<file path="src/rtl/itb_pkg.sv">
package itb_pkg;
  localparam int VA_BITS     = 43;
  localparam int PA_BITS     = 34;
  localparam int SMALL_COUNT = 8;
  localparam int LARGE_COUNT = 4;
  localparam int SMALL_OFFW  = 13;
  localparam int LARGE_OFFW  = 22;

  typedef struct packed {
    logic hit;
    logic miss;
  } xl_status_t;
endpackage

</file>
<file path="src/rtl/itb_nlu_pick.sv">
module itb_nlu_pick #(
  parameter int N  = 8,
  parameter int IW = (N > 1) ? $clog2(N) : 1
) (
  input  logic [N-1:0]  vld,
  input  logic [IW-1:0] last_idx,
  input  logic [IW-1:0] ptr,
  output logic [IW-1:0] victim
);
  logic found;

  always_comb begin
    found  = 1'b0;
    victim = ptr;
    for (int i = 0; i < N; i++) begin
      if (!found && !vld[i]) begin
        victim = IW'(i);
        found  = 1'b1;
      end
    end
    if (!found && ptr == last_idx)
      victim = (ptr == IW'(N - 1)) ? '0 : ptr + 1'b1;
  end
endmodule

</file>
<file path="src/rtl/itb_cam_array.sv">
module itb_cam_array #(
  parameter int N     = 8,
  parameter int TAG_W = 30,
  parameter int PFN_W = 21,
  localparam int IW   = (N > 1) ? $clog2(N) : 1
) (
  input  logic             clk,
  input  logic             rst,
  input  logic             flush,
  input  logic             fill_en,
  input  logic [TAG_W-1:0] fill_tag,
  input  logic [PFN_W-1:0] fill_pfn,
  input  logic             lkp_valid,
  input  logic [TAG_W-1:0] lkp_tag,
  output logic             hit,
  output logic [PFN_W-1:0] hit_pfn
);
  logic [N-1:0]     vld;
  logic [TAG_W-1:0] tag_q [N];
  logic [PFN_W-1:0] pfn_q [N];
  logic [N-1:0]     match;
  logic [IW-1:0]    hit_idx;
  logic [IW-1:0]    last_idx;
  logic [IW-1:0]    ptr;
  logic [IW-1:0]    victim;
  logic [IW-1:0]    victim_next;

  for (genvar g = 0; g < N; g++) begin : g_cmp
    assign match[g] = vld[g] && (tag_q[g] == lkp_tag);
  end

  always_comb begin
    hit_pfn = '0;
    hit_idx = '0;
    for (int i = 0; i < N; i++) begin
      if (match[i]) begin
        hit_pfn = hit_pfn | pfn_q[i];
        hit_idx = IW'(i);
      end
    end
  end
  assign hit = |match;

  itb_nlu_pick #(.N(N), .IW(IW)) u_pick (
    .vld      (vld),
    .last_idx (last_idx),
    .ptr      (ptr),
    .victim   (victim)
  );

  assign victim_next = (victim == IW'(N - 1)) ? '0 : victim + 1'b1;

  always_ff @(posedge clk) begin
    if (rst || flush) begin
      vld      <= '0;
      last_idx <= '0;
      ptr      <= '0;
    end else begin
      if (lkp_valid && hit)
        last_idx <= hit_idx;
      if (fill_en) begin
        vld[victim] <= 1'b1;
        last_idx    <= victim;
        if (&vld)
          ptr <= victim_next;
      end
    end
  end

  always_ff @(posedge clk) begin
    if (fill_en && !flush) begin
      tag_q[victim] <= fill_tag;
      pfn_q[victim] <= fill_pfn;
    end
  end

  // input assumption: no page is present twice in one array
  p_single_match_r5: assert property (@(posedge clk) disable iff (rst)
    $onehot0(match));
  p_flush_clears_r8: assert property (@(posedge clk) disable iff (rst)
    flush |=> (vld == '0));
  p_fill_empty_first_r6: assert property (@(posedge clk) disable iff (rst)
    (fill_en && !flush && !(&vld)) |-> !vld[victim]);
  p_victim_skips_last_r7: assert property (@(posedge clk) disable iff (rst)
    (fill_en && !flush && (&vld)) |-> (victim != last_idx));
endmodule

</file>
<file path="src/rtl/instr_xlate_buf.sv">
module instr_xlate_buf
  import itb_pkg::*;
#(
  parameter int VA_W      = VA_BITS,
  parameter int PA_W      = PA_BITS,
  parameter int S_ENTRIES = SMALL_COUNT,
  parameter int L_ENTRIES = LARGE_COUNT,
  parameter int S_OFF     = SMALL_OFFW,
  parameter int L_OFF     = LARGE_OFFW,
  localparam int VPN_W    = VA_W - S_OFF,
  localparam int SPFN_W   = PA_W - S_OFF,
  localparam int LTAG_W   = VA_W - L_OFF,
  localparam int LPFN_W   = PA_W - L_OFF
) (
  input  logic              clk,
  input  logic              rst,
  input  logic              lkp_valid,
  input  logic [VA_W-1:0]   lkp_va,
  input  logic              fill_en,
  input  logic              fill_large,
  input  logic [VPN_W-1:0]  fill_vpn,
  input  logic [SPFN_W-1:0] fill_pfn,
  input  logic              flush_all,
  output logic              xl_hit,
  output logic              xl_miss,
  output logic [PA_W-1:0]   xl_pa
);
  logic              s_hit, l_hit;
  logic [SPFN_W-1:0] s_pfn;
  logic [LPFN_W-1:0] l_pfn;
  logic [PA_W-1:0]   pa_d;
  xl_status_t        st_d;

  itb_cam_array #(.N(S_ENTRIES), .TAG_W(VPN_W), .PFN_W(SPFN_W)) u_small (
    .clk       (clk),
    .rst       (rst),
    .flush     (flush_all),
    .fill_en   (fill_en && !fill_large),
    .fill_tag  (fill_vpn),
    .fill_pfn  (fill_pfn),
    .lkp_valid (lkp_valid),
    .lkp_tag   (lkp_va[VA_W-1:S_OFF]),
    .hit       (s_hit),
    .hit_pfn   (s_pfn)
  );

  itb_cam_array #(.N(L_ENTRIES), .TAG_W(LTAG_W), .PFN_W(LPFN_W)) u_large (
    .clk       (clk),
    .rst       (rst),
    .flush     (flush_all),
    .fill_en   (fill_en && fill_large),
    .fill_tag  (fill_vpn[VPN_W-1 -: LTAG_W]),
    .fill_pfn  (fill_pfn[SPFN_W-1 -: LPFN_W]),
    .lkp_valid (lkp_valid),
    .lkp_tag   (lkp_va[VA_W-1:L_OFF]),
    .hit       (l_hit),
    .hit_pfn   (l_pfn)
  );

  always_comb begin
    st_d.hit  = lkp_valid && (s_hit || l_hit);
    st_d.miss = lkp_valid && !(s_hit || l_hit);
    if (!lkp_valid)
      pa_d = '0;
    else if (l_hit)
      pa_d = {l_pfn, lkp_va[L_OFF-1:0]};
    else if (s_hit)
      pa_d = {s_pfn, lkp_va[S_OFF-1:0]};
    else
      pa_d = '0;
  end

  always_ff @(posedge clk) begin
    if (rst) begin
      xl_hit  <= 1'b0;
      xl_miss <= 1'b0;
      xl_pa   <= '0;
    end else begin
      xl_hit  <= st_d.hit;
      xl_miss <= st_d.miss;
      xl_pa   <= pa_d;
    end
  end

  p_hit_miss_excl_r9: assert property (@(posedge clk) disable iff (rst)
    !(xl_hit && xl_miss));
  p_pa_zero_unless_hit_r9: assert property (@(posedge clk) disable iff (rst)
    !xl_hit |-> (xl_pa == '0));
  p_idle_quiet_r4: assert property (@(posedge clk) disable iff (rst)
    !lkp_valid |=> (!xl_hit && !xl_miss));
  p_answer_follows_lookup_r4: assert property (@(posedge clk) disable iff (rst)
    lkp_valid |=> (xl_hit || xl_miss));
endmodule

</file>
<file path="config.mk">
export PLATFORM = sky130hd
export DESIGN_NAME = instr_xlate_buf
export DESIGN_NICKNAME = d
export VERILOG_FILES = /design/src/rtl/itb_pkg.sv /design/src/rtl/itb_nlu_pick.sv /design/src/rtl/itb_cam_array.sv /design/src/rtl/instr_xlate_buf.sv
export SDC_FILE = /design/constraint.sdc
export NUM_CORES = 1
export LEC_CHECK = 0
export ABC_AREA = 1
export CORE_ASPECT_RATIO = 0.7
export CORE_UTILIZATION = 25
export CTS_CLUSTER_SIZE = 8
export DETAILED_ROUTE_END_ITERATION = 8
export GPL_TIMING_DRIVEN = 0
export PLACE_DENSITY = 0.46
export SKIP_CTS_REPAIR_TIMING = 1
export SYNTH_ARGS = -nofsm -noshare
export SYNTH_HDL_FRONTEND = slang
export SYNTH_SLANG_ARGS = --single-unit
</file>
<file path="constraint.sdc">
create_clock -name clk -period 4.3 [get_ports clk]
set_clock_uncertainty 0.15 [all_clocks]
set_input_delay 0.43 -clock clk [delete_from_list [all_inputs] [get_ports clk]]
set_output_delay 0.43 -clock clk [all_outputs]
set_load 0.01 [all_outputs]
</file>
* Yosys cells after proc, flatten, opt, wreduce, memory -nomap -nowiden *
Memories as Yosys holds them, arrays and structs flattened.
Index checks and enable logic that the tools add are counted.
Widths: inputs -> output; s select.

storage, ports and cells
  register bits after elaboration = 58
  bits in writable memories = 540
  word-level logic and storage cells = 184
  memories kept = 4

memory list
  memory         words  bits a word  read ports  clocked after memory_dff  wr ports  line                 source
  u_small.tag_q  8      30           8           0                         1         itb_cam_array.sv:19  logic [TAG_W-1:0] tag_q [N];
  u_small.pfn_q  8      21           8           0                         1         itb_cam_array.sv:20  logic [PFN_W-1:0] pfn_q [N];
  u_large.tag_q  4      21           4           0                         1         itb_cam_array.sv:19
  u_large.pfn_q  4      12           4           0                         1         itb_cam_array.sv:20

operators by class
  add/sub/neg operators = 4
  order comparisons = 4
  equal/unequal tests = 18
  mux-type cells = 66
  bitwise logic cells = 13
  reductions and logical operators = 66

operators with widths
  kind                 number
  $eq 30x30->1         8
  $mux 21              8
  $or 21x21->21        7
  $eq 21x21->1         4
  $mux 34              2
  $mux 3               17
  $mux 12              4
  $or 12x12->12        3
  $logic_and 1x1->1    34
  $mux 2               13
  $logic_not 1->1      23
  $mux 1               20
  $reduce_and 9->1     1
  $or 8x8->8           1
  $reduce_or 8->1      1
  $add 3x1->3 const B  2
  $eq 3x3->1 const B   2
  $reduce_and 5->1     1
  $add 2x1->2 const B  2
  $eq 2x2->1 const B   2
  $lt 3x4->1 const B   1
  $or 4x4->4           1
  $reduce_bool 2->1    2
  $reduce_or 4->1      1
  10 further kinds     11

* Depth between registers and ports, before layout *
  depth after elaboration = 29
  gate-level depth with buffers = 19

* By module *
Synthesis repeated with hierarchy kept, for this count alone.

unflattened totals
  cells, all modules = 2640
  area total of the unflattened synthesis = 26915.8 um^2

modules (own cells, without submodules)
  module                          instances  cells each  area an instance (um^2)
  itb_cam_array at u_small        1          1647        18377.6
  itb_cam_array at u_large        1          760         6875.3
  instr_xlate_buf                 1          147         1212.4
  itb_nlu_pick at u_small.u_pick  1          59          322.8
  itb_nlu_pick at u_large.u_pick  1          27          127.6

* Worst setup path after synthesis *
No wires, ideal clock.

  kind = register to register
  start = register u_small.vld[1]
  end = memory u_small.pfn_q[1][0] (enable)
  setup time = 0.460 ns
  arrival time = 3.701 ns
  slack = -0.011 ns
  cell stages (with the launch flop) = 13
  path buffers = 0
  period minus slack after synthesis = 4.311 ns
  cells stage by stage = dfxtp_1 nand2_1 nor2_2 nand4_1 nor2_2 nand3_2 inv_1 nor2_1 o21ai_1 nand2_2 nor2_2 nand3_1 nor2_1

between the ends
  longest elaborated chain between the ends = 24
  elaborated cells on any way between the ends = 31
  those cells by class = 15 x mux; 16 x reduce/logical

ends and longest elaborated chain
  what                             line                 source
  start, declared                  itb_cam_array.sv:18  logic [N-1:0] vld;
  start signal, assigned           itb_cam_array.sv:55  vld <= '0;
  start signal, assigned by index  itb_cam_array.sv:62  vld[victim] <= 1'b1;
  $logic_not 1->1 (*)              itb_nlu_pick.sv:16   if (!found && !vld[i]) begin
  $logic_and 1x1->1 (*)            itb_nlu_pick.sv:16
  $mux 1                           itb_nlu_pick.sv:16
  $logic_not 1->1                  itb_nlu_pick.sv:16
  $logic_and 1x1->1                itb_nlu_pick.sv:16
  $mux 1                           itb_nlu_pick.sv:16
  $logic_not 1->1                  itb_nlu_pick.sv:16
  $logic_and 1x1->1                itb_nlu_pick.sv:16
  [8 not listed]                   -
  $logic_and 1x1->1                itb_nlu_pick.sv:16
  $mux 1                           itb_nlu_pick.sv:16
  $logic_not 1->1                  itb_nlu_pick.sv:16
  $logic_and 1x1->1                itb_nlu_pick.sv:16
  $mux 1                           itb_nlu_pick.sv:16
  $logic_not 1->1                  itb_nlu_pick.sv:21   if (!found && ptr == last_idx)
  $logic_and 1x1->1                itb_nlu_pick.sv:21
  $mux 3 (*)                       itb_nlu_pick.sv:21
  end, declared                    itb_cam_array.sv:20

Every way passes the cells marked *; elsewhere a longest branch is shown, timed or not.

* Worst setup path after layout *
  start = input lkp_va[40]
  end = register xl_pa[16]

between the ends
  longest elaborated chain between the ends = 19
  elaborated cells on any way between the ends = 43
  those cells by class = 12 x eq/ne; 10 x mux; 7 x bitwise; 14 x reduce/logical

ends and longest elaborated chain
  what                  line                   source
  start, declared       instr_xlate_buf.sv:18  input logic [VA_W-1:0] lkp_va,
  $eq 30x30->1          itb_cam_array.sv:29    assign match[g] = vld[g] && (tag_q[g] == lkp_tag);
  $logic_and 1x1->1     itb_cam_array.sv:29
  $mux 21               itb_cam_array.sv:36    if (match[i]) begin
  $or 21x21->21         itb_cam_array.sv:37    hit_pfn = hit_pfn | pfn_q[i];
  $mux 21               itb_cam_array.sv:36
  $or 21x21->21         itb_cam_array.sv:37
  $mux 21               itb_cam_array.sv:36
  $or 21x21->21         itb_cam_array.sv:37
  [3 not listed]        -
  $or 21x21->21         itb_cam_array.sv:37
  $mux 21               itb_cam_array.sv:36
  $or 21x21->21         itb_cam_array.sv:37
  $mux 21               itb_cam_array.sv:36
  $or 21x21->21         itb_cam_array.sv:37
  $mux 21               itb_cam_array.sv:36
  $mux 34               instr_xlate_buf.sv:67  else if (s_hit)
  $mux 34 (*)           instr_xlate_buf.sv:65  else if (l_hit)
  end signal, assigned  instr_xlate_buf.sv:81  xl_pa <= pa_d;
  end, declared         instr_xlate_buf.sv:26  output logic [PA_W-1:0] xl_pa

Marks and branches as above.
A chain may end at the register's enable or synchronous reset.

==> impl_metrics.sql <==
INSERT INTO impl_metrics (metric_group, metric, value, unit) VALUES
('drt', 'dr.first_iter.drc_count', '1745', ''),
('cts', 'cts_root_buffer', 'sky130_fd_sc_hd__clkbuf_16', ''),
('drt', 'postRouteWirelength', '92.5', 'mm'),
('grt', 'grt_pass1_vias', '17200', ''),
('grt', 'grt_antenna_before_repair', '8', ''),
('outcome', 'status', 'finished clean', ''),
('power', 'seq_power_share', '0.481', ''),
('sta', 'timing.max_slew.rel_slack', '0.139', ''),
('finish', 'most_frequent_standard_cell_in_the_layout_excluding_fill_and_tap_cells', 'sky130_fd_sc_hd__nand2_1', ''),
('placed_design', 'gp_congestion', '0.847', ''),
('yosys', 'syn_nets', '2715', ''),
('yosys', 'synth_sequential_area_ratio', '0.662', ''),
('sta', 'grt_setup_unrepaired', 'no', ''),
('worst_hold_path', 'min_path_type', 'in2reg', ''),
('finish', 'num-nets-final', '2931', ''),
('cts', 'clkTransAtPathRegs', '50', 'ps'),
('cts', 'cts_buffer_depth', '3', ''),
('finish', 'final_layout_size_suffix_gt1_frac', '0.0837', ''),
('yosys', 'ys_types', '46', ''),
('sta', 'final_max_slew_viol_count', '0', ''),
('finish', 'area.growth.synth_to_final', '22.1', '%'),
('yosys', 'post_synth_instance_area', '26300', 'µm²'),
('cts', 'cts_tree', 'built', ''),
('sta', 'tightestPinTransition', '1290', 'ps'),
('placed_design', 'hpwl', '64.0', 'mm'),
('yosys', 'post_synth_mux_area_share', '0', ''),
('drt', 'route.vias.total', '18400', ''),
('worst_setup_path', 'critical_path_class', 'in2reg', ''),
('grt', 'grt_max_degree', '28', ''),
('flow_run', 'maxCapViolCount', '0', ''),
('worst_setup_path', 'crit_fanout', '10', ''),
('floorplanning', 'die_y', '273', 'µm'),
('yosys', 'synth_simple_gate_area_frac', '0.194', ''),
('sta', 'fmax', '289', 'MHz'),
('power', 'netSwitchingPower', '3.08', 'mW'),
('yosys', 'synth.avg_cell_area', '10.1', 'µm²'),
('floorplanning', 'std_cell_rows', '99', ''),
('power', 'p_int', '10.2', 'mW'),
('worst_setup_path', 'worst_setup_start_kind', 'input port', ''),
('cts', 'clk_latency', '670', 'ps'),
('grt', 'global_route_wire_length_before_repair', '129', 'mm'),
('sta', 'hold_violations', '0', ''),
('worst_setup_path', 'critical_path.endpoint_type', 'flop', ''),
('yosys', 'synth_compound_gate_area_share', '0.0354', ''),
('sta', 'setup-violations-final', '0', ''),
('cts', 'cts_sinks', '598', ''),
('yosys', 'synthAdderAreaFrac', '0.00429', ''),
('cts', 'num_cts_buffers', '84', ''),
('worst_setup_path', 'cp.required', '4670', 'ps'),
('drt', 'postRouteAntennaNets', '0', ''),
('power', 'power_frac_comb', '0.051', ''),
('sta', 'fin_tns_setup', '0', 'ps'),
('placed_design', 'io_buffers', '110', ''),
('floorplanning', 'design.core.area', '104000', 'µm²'),
('power', 'peakVddDrop', '0.266', 'mV'),
('yosys', 'synth.yosys.warnings', '0', ''),
('grt', 'globalRouteOverflowTotal', '0', ''),
('power', 'power.switching_fraction', '0.232', ''),
('cts', 'cts_max_level', '3', ''),
('sta', 'period_share', '0.804', ''),
('sta', 'finalHoldWorstSlack', '19.6', 'ps'),
('power', 'clock_power_share', '0.468', ''),
('yosys', 'combinational_family_with_the_most_area_after_synthesis', 'simple AND/OR/NAND/NOR gates', ''),
('floorplanning', 'die_area', '106000', 'µm²'),
('yosys', 'synthXorXnorAreaFrac', '0.0284', ''),
('drt', 'post-route-drc-count', '0', ''),
('sta', 'period_minus_slack', '3460', 'ps'),
('power', 'pwr_density_cell', '414', 'nW/µm²'),
('yosys', 'postSynthRegisterBits', '598', ''),
('finish', 'layout_common_cells', 'sky130_fd_sc_hd__nand2_1 (943), sky130_fd_sc_hd__edfxtp_1 (540), sky130_fd_sc_hd__inv_1 (352)', ''),
('drt', 'wl_per_cell', '21.6', 'µm'),
('drt', 'drt-pass1-iter-count', '6', ''),
('floorplanning', 'die_width', '389', 'µm'),
('floorplanning', 'io-pin-count', '136', ''),
('grt', 'globalRouteTotalUtil', '0.173', ''),
('power', 'cellLeakagePower', '12.7', 'nW'),
('worst_setup_path', 'critPathArrivalTime', '3830', 'ps'),
('drt', 'routed_via_density', '4.31', ''),
('floorplanning', 'floorplan.initialDensity', '0.252', ''),
('yosys', 'postSynthCellCount', '2606', '');
[state kept, by name, summed over array words and instances (netlist names), 2 cells and up]
name	cells
u_small.tag_q	240
u_small.pfn_q	168
u_large.tag_q	84
u_large.pfn_q	48
xl_pa	34
u_small.vld	8
u_large.vld	4
u_small.last_idx	3
u_small.ptr	3
u_large.last_idx	2
u_large.ptr	2
[power groups by stage]
stage | clock, mW | combinational (mW) | sequential [mW]
2_1_floorplan | 0 | 0.283 | 6.50
3_3_place_gp | 0 | 0.666 | 6.50
3_5_place_dp | 0 | 0.677 | 6.50
4_1_cts | 6.36 | 0.679 | 6.38
5_1_grt | 6.60 | 0.727 | 6.38
6_report | 6.22 | 0.681 | 6.38
[worst paths after layout]
check                 startpoint                  end  slack (ps)  cells past startpoint
max                   lkp_va[40]            xl_pa[16]         840                     16
max reg2reg       u_small.vld[1]  u_small.tag_q[4][0]         890                     13
min                   lkp_va[18]            xl_pa[18]          20                      3
min reg2reg  u_large.last_idx[0]  u_large.last_idx[0]         350                      2
[Yosys cell counts (all sizes together)]
cell type,count,area (µm²)
or3b,1,8.76
nor3,3,15.0
o21ai,73,365
dlygate4sd3,1,10.0
xor2,15,131
nand3,51,265
inv,376,1410
dlygate4sd1,1,8.76
or2,8,50.1
o31ai,2,15.0
o211ai,5,37.5
ha,9,113
clkbuf,4,15.0
nor4,1,6.26
and2,1,8.76
xnor2,70,613
o221ai,1,8.76
o2111ai,2,17.5
a21boi,1,7.51
a211oi,4,30.0
a31oi,3,31.3
clkinv,4,15.0
and3,1,6.26
o22ai,24,150
nor2,243,930
nand2,947,3560
dfxtp,58,1160
o21bai,2,15.0
nand4,37,231
a21oi,47,250
edfxtp,540,16200
buf,69,528
nand3b,2,15.0
[routing by layer]
| layer | vias up | part of all wire | wire [µm] | GRT usage |
|---|---|---|---|---|
| met4 | 4 | 0.019 | 1740 | 0.0384 |
| li1 | 8794 | - | - | - |
| met5 | - | 0.00024 | 22 | 0 |
| met1 | 8848 | 0.49 | 45200 | 0.260 |
| met2 | 685 | 0.40 | 37300 | 0.245 |
| met3 | 116 | 0.089 | 8190 | 0.0483 |
[per-stage QoR]
| stage | power [mW] | util | area (µm²) | setup slack (ps) | instances |
|---|---|---|---|---|---|
| floorplan | 6.78 | - | 26300 | 9.49 | 2606 |
| global placement | 7.17 | 0.280 | 29100 | -3330 | 4130 |
| detailed placement | 7.18 | 0.285 | 29700 | 181 | 4150 |
| CTS | 13.4 | 0.308 | 32000 | 869 | 4282 |
| global route | 13.7 | 0.308 | 32000 | 505 | 4282 |
| finish | 13.3 | 0.308 | 32100 | 841 | 4284 |
[cells by family (layout without fill, tap and decap cells)]
family / count (synthesis) / after routing
AND/OR/NAND/NOR: 1295 / 1295
other: 0 / 2
adder cells (fa/ha/maj): 9 / 9
AO/OA/AOI/OAI: 164 / 164
XOR/XNOR: 85 / 85
flip-flops: 598 / 598
buffers and inverters: 455 / 717
[critical path, cell delays in order]
cell,delay (ps)
sky130_fd_sc_hd__clkdlybuf4s50_1,650
sky130_fd_sc_hd__inv_1,410
sky130_fd_sc_hd__nand2_1,150
sky130_fd_sc_hd__o211ai_1,90
sky130_fd_sc_hd__nor2_1,100
sky130_fd_sc_hd__nand2_1,70
sky130_fd_sc_hd__nor2_1,380
sky130_fd_sc_hd__nand2_1,260
sky130_fd_sc_hd__inv_1,200
sky130_fd_sc_hd__buf_2,390
sky130_fd_sc_hd__nand2_1,90
sky130_fd_sc_hd__nand2_1,80
sky130_fd_sc_hd__nor2_1,40
sky130_fd_sc_hd__nand2_1,60
sky130_fd_sc_hd__nand2_1,90
sky130_fd_sc_hd__a21oi_1,320
[area by class of cell]
class                   count  area [µm²]
repair buffers            130        1550
plain buffers              75         562
clock buffers             126        2280
fillers                 10800       72100
clock inverters             6         108
flip-flops and latches    598       17400
inverters                 380        1430
multi-input cells        1553        6980
well taps                1414        1770
diodes                      2        5.00
Note: power is estimated with default switching activity, not from simulation.
